## src/rtl/lpcw_pkg.sv

```systemverilog
package lpcw_pkg;

  localparam int NIB_W = 4;
  localparam int CNT_W = 4;

  localparam logic [NIB_W-1:0] START_CODE = 4'b0000;
  localparam logic [NIB_W-1:0] SYNC_CODE  = 4'b0000;
  localparam logic [NIB_W-1:0] TURN_CODE  = 4'b1111;

  typedef enum logic [3:0] {
    ST_IDLE,
    ST_CTYPE,
    ST_ADDR,
    ST_DATA,
    ST_TAR_HOST,
    ST_TAR_GRAB,
    ST_SYNC,
    ST_TAR_DRV,
    ST_RELEASE
  } phase_t;

  // strobes from control to datapath
  typedef struct packed {
    logic             shiftAddr;
    logic             loadData;
    logic [CNT_W-1:0] nibIdx;
    logic             drive;
    logic             syncCode;
    logic             wrPulse;
  } lpcwStrobes_t;

endpackage

```

## src/rtl/lpcw_ctrl.sv

```systemverilog
module lpcw_ctrl
  import lpcw_pkg::*;
#(
  parameter int ADDR_W = 32,
  parameter int DATA_W = 8
) (
  input  logic               clk,
  input  logic               rst,
  input  logic               frameN,
  input  logic [NIB_W-1:0]   ladIn,
  input  logic               qualOk,
  output lpcwStrobes_t       strobes
);

  localparam int ADDR_NIBS = ADDR_W / NIB_W;
  localparam int DATA_NIBS = DATA_W / NIB_W;
  localparam logic [CNT_W-1:0] ADDR_LAST = CNT_W'(ADDR_NIBS - 1);
  localparam logic [CNT_W-1:0] DATA_LAST = CNT_W'(DATA_NIBS - 1);

  phase_t           state, stateNxt;
  logic [CNT_W-1:0] cnt, cntNxt;
  logic             typeOk;

  assign typeOk = (ladIn[3:2] == 2'b01) && ladIn[1];

  always_comb begin
    stateNxt = state;
    cntNxt   = cnt;
    unique case (state)
      ST_IDLE: stateNxt = ST_IDLE;
      ST_CTYPE: begin
        cntNxt   = '0;
        stateNxt = typeOk ? ST_ADDR : ST_IDLE;
      end
      ST_ADDR: begin
        if (cnt == ADDR_LAST) begin
          cntNxt   = '0;
          stateNxt = qualOk ? ST_DATA : ST_IDLE;
        end else begin
          cntNxt = cnt + 1'b1;
        end
      end
      ST_DATA: begin
        if (cnt == DATA_LAST) begin
          cntNxt   = '0;
          stateNxt = ST_TAR_HOST;
        end else begin
          cntNxt = cnt + 1'b1;
        end
      end
      ST_TAR_HOST: stateNxt = ST_TAR_GRAB;
      ST_TAR_GRAB: stateNxt = ST_SYNC;
      ST_SYNC:     stateNxt = ST_TAR_DRV;
      ST_TAR_DRV:  stateNxt = ST_RELEASE;
      ST_RELEASE:  stateNxt = ST_IDLE;
      default:     stateNxt = ST_IDLE;
    endcase
    // a low frame strobe always re-evaluates the lines as a start
    if (!frameN) begin
      cntNxt   = '0;
      stateNxt = (ladIn == START_CODE) ? ST_CTYPE : ST_IDLE;
    end
  end

  always_ff @(posedge clk) begin
    if (rst) begin
      state <= ST_IDLE;
      cnt   <= '0;
    end else begin
      state <= stateNxt;
      cnt   <= cntNxt;
    end
  end

  always_comb begin
    strobes.shiftAddr = (state == ST_ADDR);
    strobes.loadData  = (state == ST_DATA);
    strobes.nibIdx    = cnt;
    strobes.drive     = (state == ST_SYNC) || (state == ST_TAR_DRV);
    strobes.syncCode  = (state == ST_SYNC);
    strobes.wrPulse   = (state == ST_SYNC);
  end

endmodule

```

## src/rtl/lpcw_dpath.sv

```systemverilog
module lpcw_dpath
  import lpcw_pkg::*;
#(
  parameter int ADDR_W   = 32,
  parameter int DATA_W   = 8,
  parameter int QUAL_LSB = 26,
  parameter int SEL_BIT  = 22
) (
  input  logic               clk,
  input  logic               rst,
  input  logic [NIB_W-1:0]   ladIn,
  input  lpcwStrobes_t       strobes,
  output logic               qualOk,
  output logic [NIB_W-1:0]   ladOut,
  output logic               ladOe,
  output logic [ADDR_W-1:0]  wrAddr,
  output logic [DATA_W-1:0]  wrData,
  output logic               wrArray,
  output logic               wrStrobe
);

  localparam int DATA_NIBS = DATA_W / NIB_W;

  logic [ADDR_W-1:0] addrSh;
  logic [ADDR_W-1:0] addrNext;
  logic [DATA_W-1:0] dataReg;

  // address as it stands once the current nibble is shifted in
  assign addrNext = {addrSh[ADDR_W-NIB_W-1:0], ladIn};
  assign qualOk   = &addrNext[ADDR_W-1:QUAL_LSB];

  always_ff @(posedge clk) begin
    if (rst) begin
      addrSh <= '0;
    end else if (strobes.shiftAddr) begin
      addrSh <= addrNext;
    end
  end

  // data arrives low nibble first; the nibble index picks the slot
  for (genvar g = 0; g < DATA_NIBS; g++) begin : g_dataNib
    always_ff @(posedge clk) begin
      if (rst) begin
        dataReg[g*NIB_W +: NIB_W] <= '0;
      end else if (strobes.loadData && (strobes.nibIdx == CNT_W'(g))) begin
        dataReg[g*NIB_W +: NIB_W] <= ladIn;
      end
    end
  end

  assign ladOut   = strobes.syncCode ? SYNC_CODE : TURN_CODE;
  assign ladOe    = strobes.drive;
  assign wrAddr   = addrSh;
  assign wrData   = dataReg;
  assign wrArray  = addrSh[SEL_BIT];
  assign wrStrobe = strobes.wrPulse;

endmodule

```

## src/rtl/lpc_wr_target.sv

```systemverilog
module lpc_wr_target
  import lpcw_pkg::*;
#(
  parameter int ADDR_W   = 32,
  parameter int DATA_W   = 8,
  parameter int QUAL_LSB = 26,
  parameter int SEL_BIT  = 22
) (
  input  logic              clk,
  input  logic              rstN,
  input  logic              initN,
  input  logic              frameN,
  input  logic [3:0]        ladIn,
  output logic [3:0]        ladOut,
  output logic              ladOe,
  output logic [ADDR_W-1:0] wrAddr,
  output logic [DATA_W-1:0] wrData,
  output logic              wrArray,
  output logic              wrStrobe
);

  logic         rst;
  logic         qualOk;
  lpcwStrobes_t strobes;

  assign rst = !rstN || !initN;

  lpcw_ctrl #(
    .ADDR_W (ADDR_W),
    .DATA_W (DATA_W)
  ) u_ctrl (
    .clk     (clk),
    .rst     (rst),
    .frameN  (frameN),
    .ladIn   (ladIn),
    .qualOk  (qualOk),
    .strobes (strobes)
  );

  lpcw_dpath #(
    .ADDR_W   (ADDR_W),
    .DATA_W   (DATA_W),
    .QUAL_LSB (QUAL_LSB),
    .SEL_BIT  (SEL_BIT)
  ) u_dpath (
    .clk      (clk),
    .rst      (rst),
    .ladIn    (ladIn),
    .strobes  (strobes),
    .qualOk   (qualOk),
    .ladOut   (ladOut),
    .ladOe    (ladOe),
    .wrAddr   (wrAddr),
    .wrData   (wrData),
    .wrArray  (wrArray),
    .wrStrobe (wrStrobe)
  );

endmodule

```

## config.mk

```make
export PLATFORM = sky130hd
export DESIGN_NAME = lpc_wr_target
export DESIGN_NICKNAME = d
export VERILOG_FILES = /design/src/rtl/lpcw_pkg.sv /design/src/rtl/lpcw_ctrl.sv /design/src/rtl/lpcw_dpath.sv /design/src/rtl/lpc_wr_target.sv
export SDC_FILE = /design/constraint.sdc
export NUM_CORES = 1
export LEC_CHECK = 0
export BUFFER_PORTS_ARGS = -buffer_cell sky130_fd_sc_hd__buf_2
export CAP_MARGIN = 20
export CELL_PAD_IN_SITES_DETAIL_PLACEMENT = 2
export CELL_PAD_IN_SITES_GLOBAL_PLACEMENT = 2
export CORE_ASPECT_RATIO = 1.1
export CORE_MARGIN = 5
export CORE_UTILIZATION = 31
export CTS_CLUSTER_DIAMETER = 30
export DETAILED_ROUTE_END_ITERATION = 10
export PLACE_DENSITY = 0.86
export SLEW_MARGIN = 10
export SYNTH_ARGS = -nofsm -noshare
export SYNTH_HDL_FRONTEND = slang
export SYNTH_SLANG_ARGS = --single-unit
```

## constraint.sdc

```tcl
create_clock -name clk -period 3.07 [get_ports clk]
set_input_delay 0.307 -clock clk [delete_from_list [all_inputs] [get_ports clk]]
set_output_delay 0.307 -clock clk [all_outputs]
set_load 0.01 [all_outputs]
```

==> summary.md, run 1 <==
| Metric | Value |
|---|---|
| Hold path start | ladIn[3] |
| Grt met1 use | 18.8% |
| Row count | 30 |
| First-pass GRT wire length | 9420 um |
| Crit Path Class | flop to flop |
| Clock Tree Root | clkbuf_8 |
| Nets | 294 |
| Placed cell area | 2250 um2 |
| Largest net degree at the start of global routing | 35 |
| Hold_buf cts | 0 |
| CP arrival | 2060 ps |
| Antenna diode count | 0 |
| Vias | 1794 |
| Die area | 8030 um2 |
| CTS tree | built |
| Placed Cells | 356 |
| Min cycle time layout | 1830 ps |
| Clock latency on the worst-skew pair | 300 ps |
| Global-route met2 utilization | 24.7% |
| Slew headroom | 54.6% |
| Fill count | 755 |
| Worst Path Required | 3300 ps |
| Total Power Consumption | 1.05 mW |
| Resize count post-CTS | 0 |
| Share of cells above drive strength 1 | 23.9% |
| F_max | 547 MHz |
| RR Startpoint | u_ctrl.cnt[1]$_SDFFE_PP0P_ |
| ANT nets after route | 0 |
| Total GRT Usage | 14.6% |
| Setup-failing EPs final | 0 |
| Die width | 85.9 um |
| Sequential area share after synthesis | 48.9% |
| Max_cap viols | 0 |
| Setup TNS | 0 ps |
| Number of setup buffers added after CTS | 0 |
| Clock Skew | 5.51 ps |
| Peak VDD IR | 226 uV |
| Worst Hold Path EP | u_dpath.wrAddr[3]$_SDFFE_PP0P_ |
| Least-Margin Pin Slew | 674 ps |
| Starting density of the core | 31.9% |
| Status | finished, final reports clean |
| Period utilisation layout | 59.6% |
| Drc violations | 0 |
| Port bufs | 54 |
| Setup crit start kind | flop |
| Vias in the first global route | 1928 |
| Clock sinks | 48 |
| Critical-path maximum fanout | 5 |
| Final core occ | 38.1% |
| Post-synthesis net count | 249 |
| Core outline area | 6160 um2 |
| Leakage | 0.925 nW |
| Syn Std Cell Area | 1960 um2 |
| Final wirelength | 5810 um |
| Worst-path clk slew | 90 ps |
| RSZ-0062 raised after global routing | false |
| Syn. warnings | 0 |
| Initial DRC count | 45 |
| P per Cell Area | 449 nW/um2 |
| Unique masters post-synth | 38 |
| Die height | 93.5 um |
| Reg2Reg Depth | 6 |
| Design area | 2350 um2 |
| Placer Congestion | 0.805 |
| Register-to-Register Setup Slack | 1240 ps |
| Yosys reg bits | 48 |
| Worst min path class | primary input to flop |
| M3 GR Usage | 2.38% |
| Ports | 55 |
| Clock Path Buffers | 2 |
| Gr busiest metal | met2 |
| Worst hold slack | 284 ps |
| Final Hold Viols | 0 |
| Post-Synthesis Cells | 238 |
| Remaining Overflow, GRT | 0 |
| Detailed Routing Iterations Pass 1 | 4 |
| Fraction of registers with async set/reset | 0% |
| Pins over their slew limit | 0 |
| Hpwl dp | 4140 um |
| WL per Instance | 16.0 um |
| Drt via density | 4.93 |
| R2R Path End | u_ctrl.cnt[3]$_SDFFE_PP0P_ |
| Syn avg cell area | 8.25 um2 |
| CTS buffer count | 5 |
| H-tree Lvls | 2 |
| Pre-CTS WS | 1270 ps |
| Worst Hold Path Cells | 3 |
| Initial antenna violation count | 0 |
| Final cell count without fillers | 364 |
| Post-synth top flop | dfxtp_1 |
| P&R area growth vs syn | 19.5% |
| Post-synth EDFFs | 0 |
| Fin worst setup slack | 1240 ps |
| Crit end category | flop |
placed cells by master (no fill, tap or decap):
cell type	instances
a21oi_1	34
a22oi_1	1
nor3_1	4
nand2b_1	1
o211ai_2	1
and3_1	1
nor2_1	13
clkbuf_8	6
nor4b_1	1
ha_1	3
nand4bb_1	1
dfxtp_1	48
o221ai_1	1
clkinvlp_4	2
nand3b_1	2
o211a_1	1
mux2i_1	7
xor2_1	1
nand3_1	6
or3b_1	1
nand2_1	69
inv_1	6
a211oi_1	1
or2_1	1
nor3b_4	1
and4b_1	1
o311a_1	1
nor4_1	3
nor2_2	1
buf_4	3
buf_2	54
and4_1	1
o2bb2ai_1	1
a41oi_1	1
a31oi_1	2
or4_1	1
o21ai_0	2
power breakdown:
group | internal (mW) | switching [mW] | total (mW)
Sequential | 0.622 | 0.00123 | 0.624
Clock | 0.183 | 0.223 | 0.405
Combinational | 0.00664 | 0.0188 | 0.0255
synth_stat cells (all sizes together), types with 2 or more instances:
cell type | number | area [um2]
inv | 6 | 22.5
o21ai | 2 | 10.0
nand3 | 6 | 30.0
nor3 | 4 | 20.0
nand2 | 69 | 259
a21oi | 34 | 170
ha | 3 | 37.5
nor2 | 14 | 55.1
buf | 10 | 72.6
mux2i | 7 | 70.1
clkbuf | 9 | 35.0
nor4 | 3 | 18.8
dfxtp | 48 | 961
nand3b | 2 | 15.0
a31oi | 2 | 12.5
final cells by class:
class	instances	area [um2]	area share, %
clock buffers	6	82.6	3.52
clock inverters	2	15.0	0.640
well taps	80	100	4.26
flip-flops and latches	48	961	40.9
inverters	6	22.5	0.959
multi-input cells	165	873	37.2
repair buffers	57	293	12.5
per-layer routing:
metal	up-vias	part of all wire, %
met5	-	0
met4	0	0.76
met3	5	4.0
met2	48	49
met1	857	46
li1	884	-
logic make-up after synthesis:
logic type | share of synthesized area, %
AND/OR/NAND/NOR | 25.0
multiplexers | 3.57
XOR/XNOR | 0.446
buffers and inverters | 6.62
adder cells (fa/ha/maj) | 1.91
AO/OA/AOI/OAI | 13.6
flip-flops | 48.9
worst max path at each step:
stage / from / endpoint / cells past startpoint
after floorplan: u_ctrl.cnt[1]$_SDFFE_PP0P_ / u_ctrl.cnt[3]$_SDFFE_PP0P_ / 6
after CTS: u_ctrl.state[1]$_SDFFE_PP0P_ / u_ctrl.state[0]$_SDFFE_PP0P_ / 5
after detailed placement: u_ctrl.cnt[1]$_SDFFE_PP0P_ / u_ctrl.cnt[3]$_SDFFE_PP0P_ / 6
after global placement: u_ctrl.state[1]$_SDFFE_PP0P_ / u_ctrl.state[0]$_SDFFE_PP0P_ / 5
after global routing: u_ctrl.state[1]$_SDFFE_PP0P_ / u_dpath.wrData[3]$_SDFFE_PP0P_ / 4
final: u_ctrl.cnt[1]$_SDFFE_PP0P_ / u_ctrl.cnt[3]$_SDFFE_PP0P_ / 6
registers in the layout, indices dropped and copies added (netlist names):
signal,count
u_ctrl.cnt,4
u_ctrl.state,4
u_dpath.wrAddr,32
u_dpath.wrData,8
critical path: stages (launching register included):
cell and delay [ps]:
dfxtp_1 390, inv_1 100, ha_1 190, nand4bb_1 220, o211ai_2 180, or4_1 530
a31oi_1 160
(Power assumes the default switching activity.)
==> inputs of run 2 (changes only) <==
--- a/config.mk
+++ b/config.mk
@@ -11,10 +11,10 @@
 export CELL_PAD_IN_SITES_GLOBAL_PLACEMENT = 2
 export CORE_ASPECT_RATIO = 1.1
 export CORE_MARGIN = 5
-export CORE_UTILIZATION = 31
+export CORE_UTILIZATION = 26
 export CTS_CLUSTER_DIAMETER = 30
 export DETAILED_ROUTE_END_ITERATION = 10
-export PLACE_DENSITY = 0.86
+export PLACE_DENSITY = 0.78
 export SLEW_MARGIN = 10
 export SYNTH_ARGS = -nofsm -noshare
 export SYNTH_HDL_FRONTEND = slang
==> constraint.sdc (replaced) <==
create_clock -name clk -period 1.6 [get_ports clk]
set_input_delay 0.16 -clock clk [delete_from_list [all_inputs] [get_ports clk]]
set_output_delay 0.16 -clock clk [all_outputs]
set_load 0.01 [all_outputs]
==> summary.md, run 2 (synthesis results as in run 1) <==
| Metric | Value |
|---|---|
| Clock Path Buffers | 2 (unchanged) |
| Commonest non-fill, non-tap cell in the layout | nand2_1 |
| Crit Path Class | flop to flop |
| Worst Hold Path Cells | 3 (unchanged) |
| Nets | 310 (+5.4%) |
| Drt via density | 4.94 (+0.14%) |
| Ports | 55 (unchanged) |
| H-tree Lvls | 2 (unchanged) |
| Placer Congestion | 0.795 (-1.2%) |
| Min cycle time layout | 1560 ps (-272 ps) |
| Sw power | 0.459 mW (+89%) |
| Port bufs | 54 (unchanged) |
| M1 wire length | 2840 um (+5.7%) |
| RR Startpoint | u_ctrl.cnt[1]$_SDFFE_PP0P_ |
| ANT nets after route | 0 (unchanged) |
| CTS tree | built |
| Seq pwr share | 59.2% (about the same) |
| CP max stage cell | dfxtp_4 |
| Least-Margin Pin Slew | 454 ps (-221 ps) |
| R2R Path End | u_ctrl.state[2]$_SDFFE_PP0P_ |
| Combinational share of power | 3.0% (+0.6 points) |
| Routed wl met2 | 3190 um (+12%) |
| Vias | 1905 (+6.2%) |
| Clock Skew | 2.20 ps (-3.31 ps) |
| Crit-path max cell delay | 400 ps (-130 ps) |
| Total Power Consumption | 2.01 mW (+91%) |
| WP buf/inv | 1 (unchanged) |
| Die area | 9400 um2 (+17%) |
| Detailed Routing Iterations Pass 1 | 4 (unchanged) |
| Leakage | 1.02 nW (+10%) |
| Reg2Reg Depth | 5 (-1) |
| P per Cell Area | 776 nW/um2 (+73%) |
| Worst Hold Path EP | u_dpath.wrAddr[0]$_SDFFE_PP0P_ |
| Final Hold Viols | 0 (unchanged) |
| Max_cap viols | 0 (unchanged) |
| Slew headroom | 69.7% (+15 points) |
| Peak VDD IR | 372 uV (+65%) |
| Starting density of the core | 26.4% (-5.5 points) |
| WL per Instance | 16.4 um (+2.8%) |
| Core outline area | 7430 um2 (+21%) |
| Worst min path class | primary input to flop |
| Met3 wire length | 209 um (-9.1%) |
| Pre-CTS WS | -52.5 ps (-1320 ps) |
| Clock Tree Root | clkbuf_8 |
| Hpwl dp | 4250 um (+2.6%) |
| F_max | 643 MHz (+17%) |
| RSZ-0062 raised after global routing | true |
| Crit end category | flop |
| Pins over their slew limit | 0 (unchanged) |
| Setup crit start kind | flop |
| Internal power | 1.56 mW (+92%) |
| Drc violations | 0 (unchanged) |
| Register-to-Register Setup Slack | 40 ps (-1200 ps) |
| Top cell family by delay on the critical path | simple AND/OR/NAND/NOR gates |
| Setup-failing EPs final | 0 (unchanged) |
| Commonest cells after routing, fill and taps aside | nand2_1 (69), buf_2 (54), dfxtp_1 (44) |
| Design area | 2590 um2 (+11%) |
| Largest net degree at the start of global routing | 33 (-5.7%) |
| Critical-path maximum fanout | 4 (-1) |
| Clock power share | 37.8% (-0.6 points) |
| Sw frac | 22.8% (-0.23 points) |
| Row count | 33 (+10%) |
| Initial DRC count | 42 (-6.7%) |
| Hold path start | ladIn[0] |
| Final core occ | 34.9% (-3.2 points) |
| First-pass GRT wire length | 9850 um (+4.6%) |
| Total GRT Usage | 13.0% (-1.6 points) |
| CP arrival | 1760 ps (-300 ps) |
| Fin worst setup slack | 43.7 ps (-1200 ps) |
| Share of cells above drive strength 1 | 33.4% (+9.5 points) |
| Die height | 101 um (+8.2%) |
| Max layer used | met4 |
| Max FFs per register | 32 (unchanged) |
| P&R area growth vs syn | 32.1% |
| Setup TNS | 0 ps (unchanged) |
| CTS buffer count | 5 (unchanged) |
| Initial antenna violation count | 0 (unchanged) |
| Worst-path clk slew | 90 ps (about the same) |
| Vias in the first global route | 2003 (+3.9%) |
| Placed cell area | 2370 um2 (+5.5%) |
| Final wirelength | 6330 um (+9.1%) |
| Remaining Overflow, GRT | 0 (unchanged) |
| Clock latency on the worst-skew pair | 300 ps (about the same) |
| Period utilisation layout | 97.3% (+38 points) |
| Antenna diode count | 0 (unchanged) |
| Status | finished, final reports clean |
| Clock sinks | 48 (unchanged) |
| Crit-path cells | ha_4 > nand3b_1 > buf_4 > o211a_4 > nor4_2 |
| Die width | 92.9 um (+8.1%) |
| Worst Path Required | 1810 ps (-1490 ps) |
run 2: changes by cell type in the layout (fill, tap and decap cells not counted), moves of 2 or more:
cell | previous run | this run
buf_12 | 0 | 2
nor4_2 | 0 | 2
dfxtp_4 | 0 | 2
buf_4 | 3 | 17
ha_4 | 0 | 2
nor4_1 | 3 | 1
dfxtp_2 | 0 | 2
clkinvlp_4 | 2 | 0
dfxtp_1 | 48 | 44
ha_1 | 3 | 1
run 2: cell type report:
cell class | instances | area [um2]
fillers | 885 | 4840
flip-flops and latches | 48 | 971
multi-input cells | 165 | 961
repair buffers | 73 | 438
well taps | 87 | 109
clock buffers | 6 | 82.6
inverters | 6 | 25.0
clock inverters | 1 | 8.76
run 2: worst max path at each step:
stage                                     from                            to  depth (start not counted)
floorplan           u_ctrl.cnt[1]$_SDFFE_PP0P_    u_ctrl.cnt[3]$_SDFFE_PP0P_                          6
global placement    u_ctrl.cnt[0]$_SDFFE_PP0P_    u_ctrl.cnt[3]$_SDFFE_PP0P_                          5
detailed placement  u_ctrl.cnt[1]$_SDFFE_PP0P_    u_ctrl.cnt[3]$_SDFFE_PP0P_                          6
CTS                 u_ctrl.cnt[1]$_SDFFE_PP0P_    u_ctrl.cnt[3]$_SDFFE_PP0P_                          6
global route        u_ctrl.cnt[1]$_SDFFE_PP0P_    u_ctrl.cnt[1]$_SDFFE_PP0P_                          6
finish              u_ctrl.cnt[1]$_SDFFE_PP0P_  u_ctrl.state[2]$_SDFFE_PP0P_                          5
run 2: through the flow:
step | hold WS, ps | std cells
floorplan | 296 | 238
detailed placement | 445 | 375
global route | 142 | 386
global placement | 441 | 375
finish | 132 | 386
CTS | 125 | 384
run 2: routing by layer:
layer | vias to the layer above | GRT usage [%]
li1 | 917 | -
met1 | 934 | 16.3
met2 | 46 | 22.7
met3 | 8 | 2.45
met4 | 0 | 3.95
met5 | - | 0
run 2: repair_timing:
| action | 4_1_cts | 5_1_grt |
|---|---|---|
| endpoints found under the setup margin | 2 | 43 |
| endpoints found under the hold margin | 0 | 0 |
| pin swaps | 1 | 5 |
| hold buffers | 0 | 0 |
| gates resized for setup | 3 | 20 |
| buffers inserted | 2 | 3 |
run 2: worst reg2reg max path: stages (launching register included):
cell and delay, ps:
dfxtp_4 400, ha_4 160, nand3b_1 190, buf_4 210, o211a_4 250, nor4_2 260
run 2: power groups by stage:
stage / clock (mW) / sequential (mW) / combinational [mW]
global route: 0.828 / 1.19 / 0.0649
finish: 0.762 / 1.19 / 0.0598
detailed placement: 0 / 1.22 / 0.0574
CTS: 0.791 / 1.19 / 0.0579
global placement: 0 / 1.22 / 0.0570
floorplan: 0 / 1.22 / 0.0248
==> inputs of run 3 (changes only) <==
--- a/config.mk
+++ b/config.mk
@@ -10,7 +10,7 @@
 export CELL_PAD_IN_SITES_DETAIL_PLACEMENT = 2
 export CELL_PAD_IN_SITES_GLOBAL_PLACEMENT = 2
 export CORE_ASPECT_RATIO = 1.1
-export CORE_MARGIN = 5
+export CORE_MARGIN = 10
 export CORE_UTILIZATION = 26
 export CTS_CLUSTER_DIAMETER = 30
 export DETAILED_ROUTE_END_ITERATION = 10
==> summary.md, run 3 (synthesis results as in run 1) <==
| Metric | Value |
|---|---|
| Crit Path Class | flop to flop |
| Sw frac | 23.4% (+0.67 points) |
| Die area | 11400 um2 (+22%) |
| Clock Path Buffers | 2 (unchanged) |
| Leakage | 1.01 nW (-0.70%) |
| Drc violations | 0 (unchanged) |
| Number of setup buffers added after CTS | 0 (-2) |
| Status | finished, final reports clean |
| R2R Path End | u_dpath.wrData[4]$_SDFFE_PP0P_ |
| Row count | 33 (unchanged) |
| Pins over their slew limit | 0 (unchanged) |
| H-tree Lvls | 2 (unchanged) |
| WL per Instance | 16.9 um (+3.2%) |
| Final wirelength | 6520 um (+2.9%) |
| Worst Hold Path Cells | 3 (unchanged) |
| Worst min path class | primary input to flop |
| Initial DRC count | 67 (+60%) |
| Combinational share of power | 2.8% (-0.2 points) |
| Setup TNS | 0 ps (unchanged) |
| Total GRT Usage | 12.0% (-0.97 points) |
| Largest net degree at the start of global routing | 37 (+12%) |
| Setup-failing EPs final | 0 (unchanged) |
| Clock sinks | 48 (unchanged) |
| RSZ-0062 raised after global routing | true |
| Detailed Routing Iterations Pass 1 | 4 (unchanged) |
| Clock power share | 38.6% (+0.8 points) |
| Clock Tree Root | clkbuf_8 |
| P&R area growth vs syn | 31.4% |
| Commonest non-fill, non-tap cell in the layout | nand2_1 |
| Starting density of the core | 26.6% (+0.15 points) |
| Crit end category | flop |
| RR Startpoint | u_ctrl.cnt[1]$_SDFFE_PP0P_ |
| Antenna diode count | 0 (unchanged) |
| Period utilisation layout | 95.9% (-1.3 points) |
| Hpwl dp | 4830 um (+14%) |
| Fin worst setup slack | 64.8 ps (+21.2 ps) |
| Max FFs per register | 32 (unchanged) |
| Max_cap viols | 0 (unchanged) |
| First-pass GRT wire length | 11100 um (+13%) |
| Register-to-Register Setup Slack | 60 ps (+20 ps) |
| Initial antenna violation count | 0 (unchanged) |
| Worst hold slack | 140 ps (+7.14 ps) |
| Clock latency on the worst-skew pair | 300 ps (about the same) |
| Final Hold Viols | 0 (unchanged) |
| Fill count | 861 (-2.7%) |
| Die height | 111 um (+9.9%) |
| Vias in the first global route | 2106 (+5.1%) |
| Internal power | 1.56 mW (+0.29%) |
| Least-Margin Pin Slew | 469 ps (+15.0 ps) |
| Worst-path clk slew | 90 ps (about the same) |
| ANT nets after route | 0 (unchanged) |
| CTS buffer count | 5 (unchanged) |
| Pre-CTS WS | -94.8 ps (-42.3 ps) |
| CTS tree | built |
| Placer Congestion | 0.783 (-1.5%) |
| Reg2Reg Depth | 7 (+2) |
| Share of cells above drive strength 1 | 33.2% (-0.22 points) |
| CP arrival | 1720 ps (-40 ps) |
| P per Cell Area | 789 nW/um2 (+1.7%) |
| Peak VDD IR | 279 uV (-25%) |
| Drt via density | 4.90 (-0.69%) |
| Worst Hold Path EP | u_dpath.wrAddr[0]$_SDFFE_PP0P_ |
| Nets | 308 (-0.65%) |
| Total Power Consumption | 2.04 mW (+1.2%) |
| Vias | 1887 (-0.94%) |
| Core outline area | 7390 um2 (-0.56%) |
| Remaining Overflow, GRT | 0 (unchanged) |
| Clock Skew | 8.24 ps (+6.03 ps) |
| Setup crit start kind | flop |
| Sw power | 0.478 mW (+4.2%) |
| Hold path start | ladIn[0] |
| Min cycle time layout | 1540 ps (-21.2 ps) |
| F_max | 651 MHz (+1.4%) |
| Port bufs | 54 (unchanged) |
| Die width | 103 um (+11%) |
| Worst Path Required | 1780 ps (-30 ps) |
| Commonest cells after routing, fill and taps aside | nand2_1 (68), buf_2 (54), dfxtp_1 (42) |
| Ports | 55 (unchanged) |
| Seq pwr share | 58.6% (-0.6 points) |
| Slew headroom | 68.5% (-1.2 points) |
| Critical-path maximum fanout | 4 (unchanged) |
run 3: cell types whose count changed in the layout (fill, tap and decap cells not counted), moves of 2 or more:
| cell | previous run | this run |
|---|---|---|
| dfxtp_2 | 2 | 4 |
| nor4_2 | 2 | 0 |
| dfxtp_1 | 44 | 42 |
| clkinvlp_4 | 0 | 2 |
| nor4_1 | 1 | 3 |
| buf_4 | 17 | 14 |
run 3: power by group through the flow:
stage | combinational, mW | sequential (mW) | clock (mW)
floorplan | 0.0248 | 1.22 | 0
CTS | 0.0579 | 1.20 | 0.813
finish | 0.0572 | 1.19 | 0.787
detailed placement | 0.0571 | 1.22 | 0
global route | 0.0636 | 1.19 | 0.865
global placement | 0.0560 | 1.22 | 0
run 3: layer usage:
metal	global-route usage [%]	routed length (um)
met5	0	0
met4	3.81	57
met3	3.80	356
met2	20.1	3290
met1	14.1	2810
run 3: repair_timing:
action	in CTS	in global routing
hold buffers	0	0
resized for setup	5	17
pin swaps	2	2
endpoints found under the setup margin	9	16
hold endpoints to repair	0	0
run 3: stage by stage:
step	utilization, %	cell area (um2)	std cells
5_1_grt	34.9	2580	385
3_5_place_dp	32.5	2400	377
4_1_cts	34.0	2510	385
6_report	34.9	2580	385
2_1_floorplan	-	1960	238
3_3_place_gp	32.5	2400	377
run 3: how the worst max path moves through the flow:
stage / start / end / slack [ps] / depth (start not counted)
floorplan: u_ctrl.cnt[1]$_SDFFE_PP0P_ / u_ctrl.cnt[3]$_SDFFE_PP0P_ / 5 / 6
global placement: u_ctrl.cnt[1]$_SDFFE_PP0P_ / u_ctrl.cnt[3]$_SDFFE_PP0P_ / 40 / 6
detailed placement: u_ctrl.cnt[1]$_SDFFE_PP0P_ / u_ctrl.cnt[3]$_SDFFE_PP0P_ / -90 / 6
CTS: u_ctrl.state[1]$_SDFFE_PP0P_ / u_dpath.wrData[4]$_SDFFE_PP0P_ / 6 / 4
global route: u_ctrl.cnt[1]$_SDFFE_PP0P_ / u_dpath.wrData[4]$_SDFFE_PP0P_ / -30 / 7
finish: u_ctrl.cnt[1]$_SDFFE_PP0P_ / u_dpath.wrData[4]$_SDFFE_PP0P_ / 60 / 7
run 3: critical path: stages, from the launching register on:
cell,delay [ps]
dfxtp_2,360
inv_2,80
ha_4,130
nand4bb_4,120
buf_4,170
or2_4,280
mux2i_2,200
nor2_1,70
run 3: final cells by class:
cell class                 count  area [um2]  area share, %
inverter                       6        22.5          0.873
clock buffer                   6        82.6           3.20
tap                           87         109           4.22
sequential                    48         973           37.7
clock inverter                 2        15.0          0.582
timing repair buffer          71         435           16.9
multi-input combinational    165         943           36.5
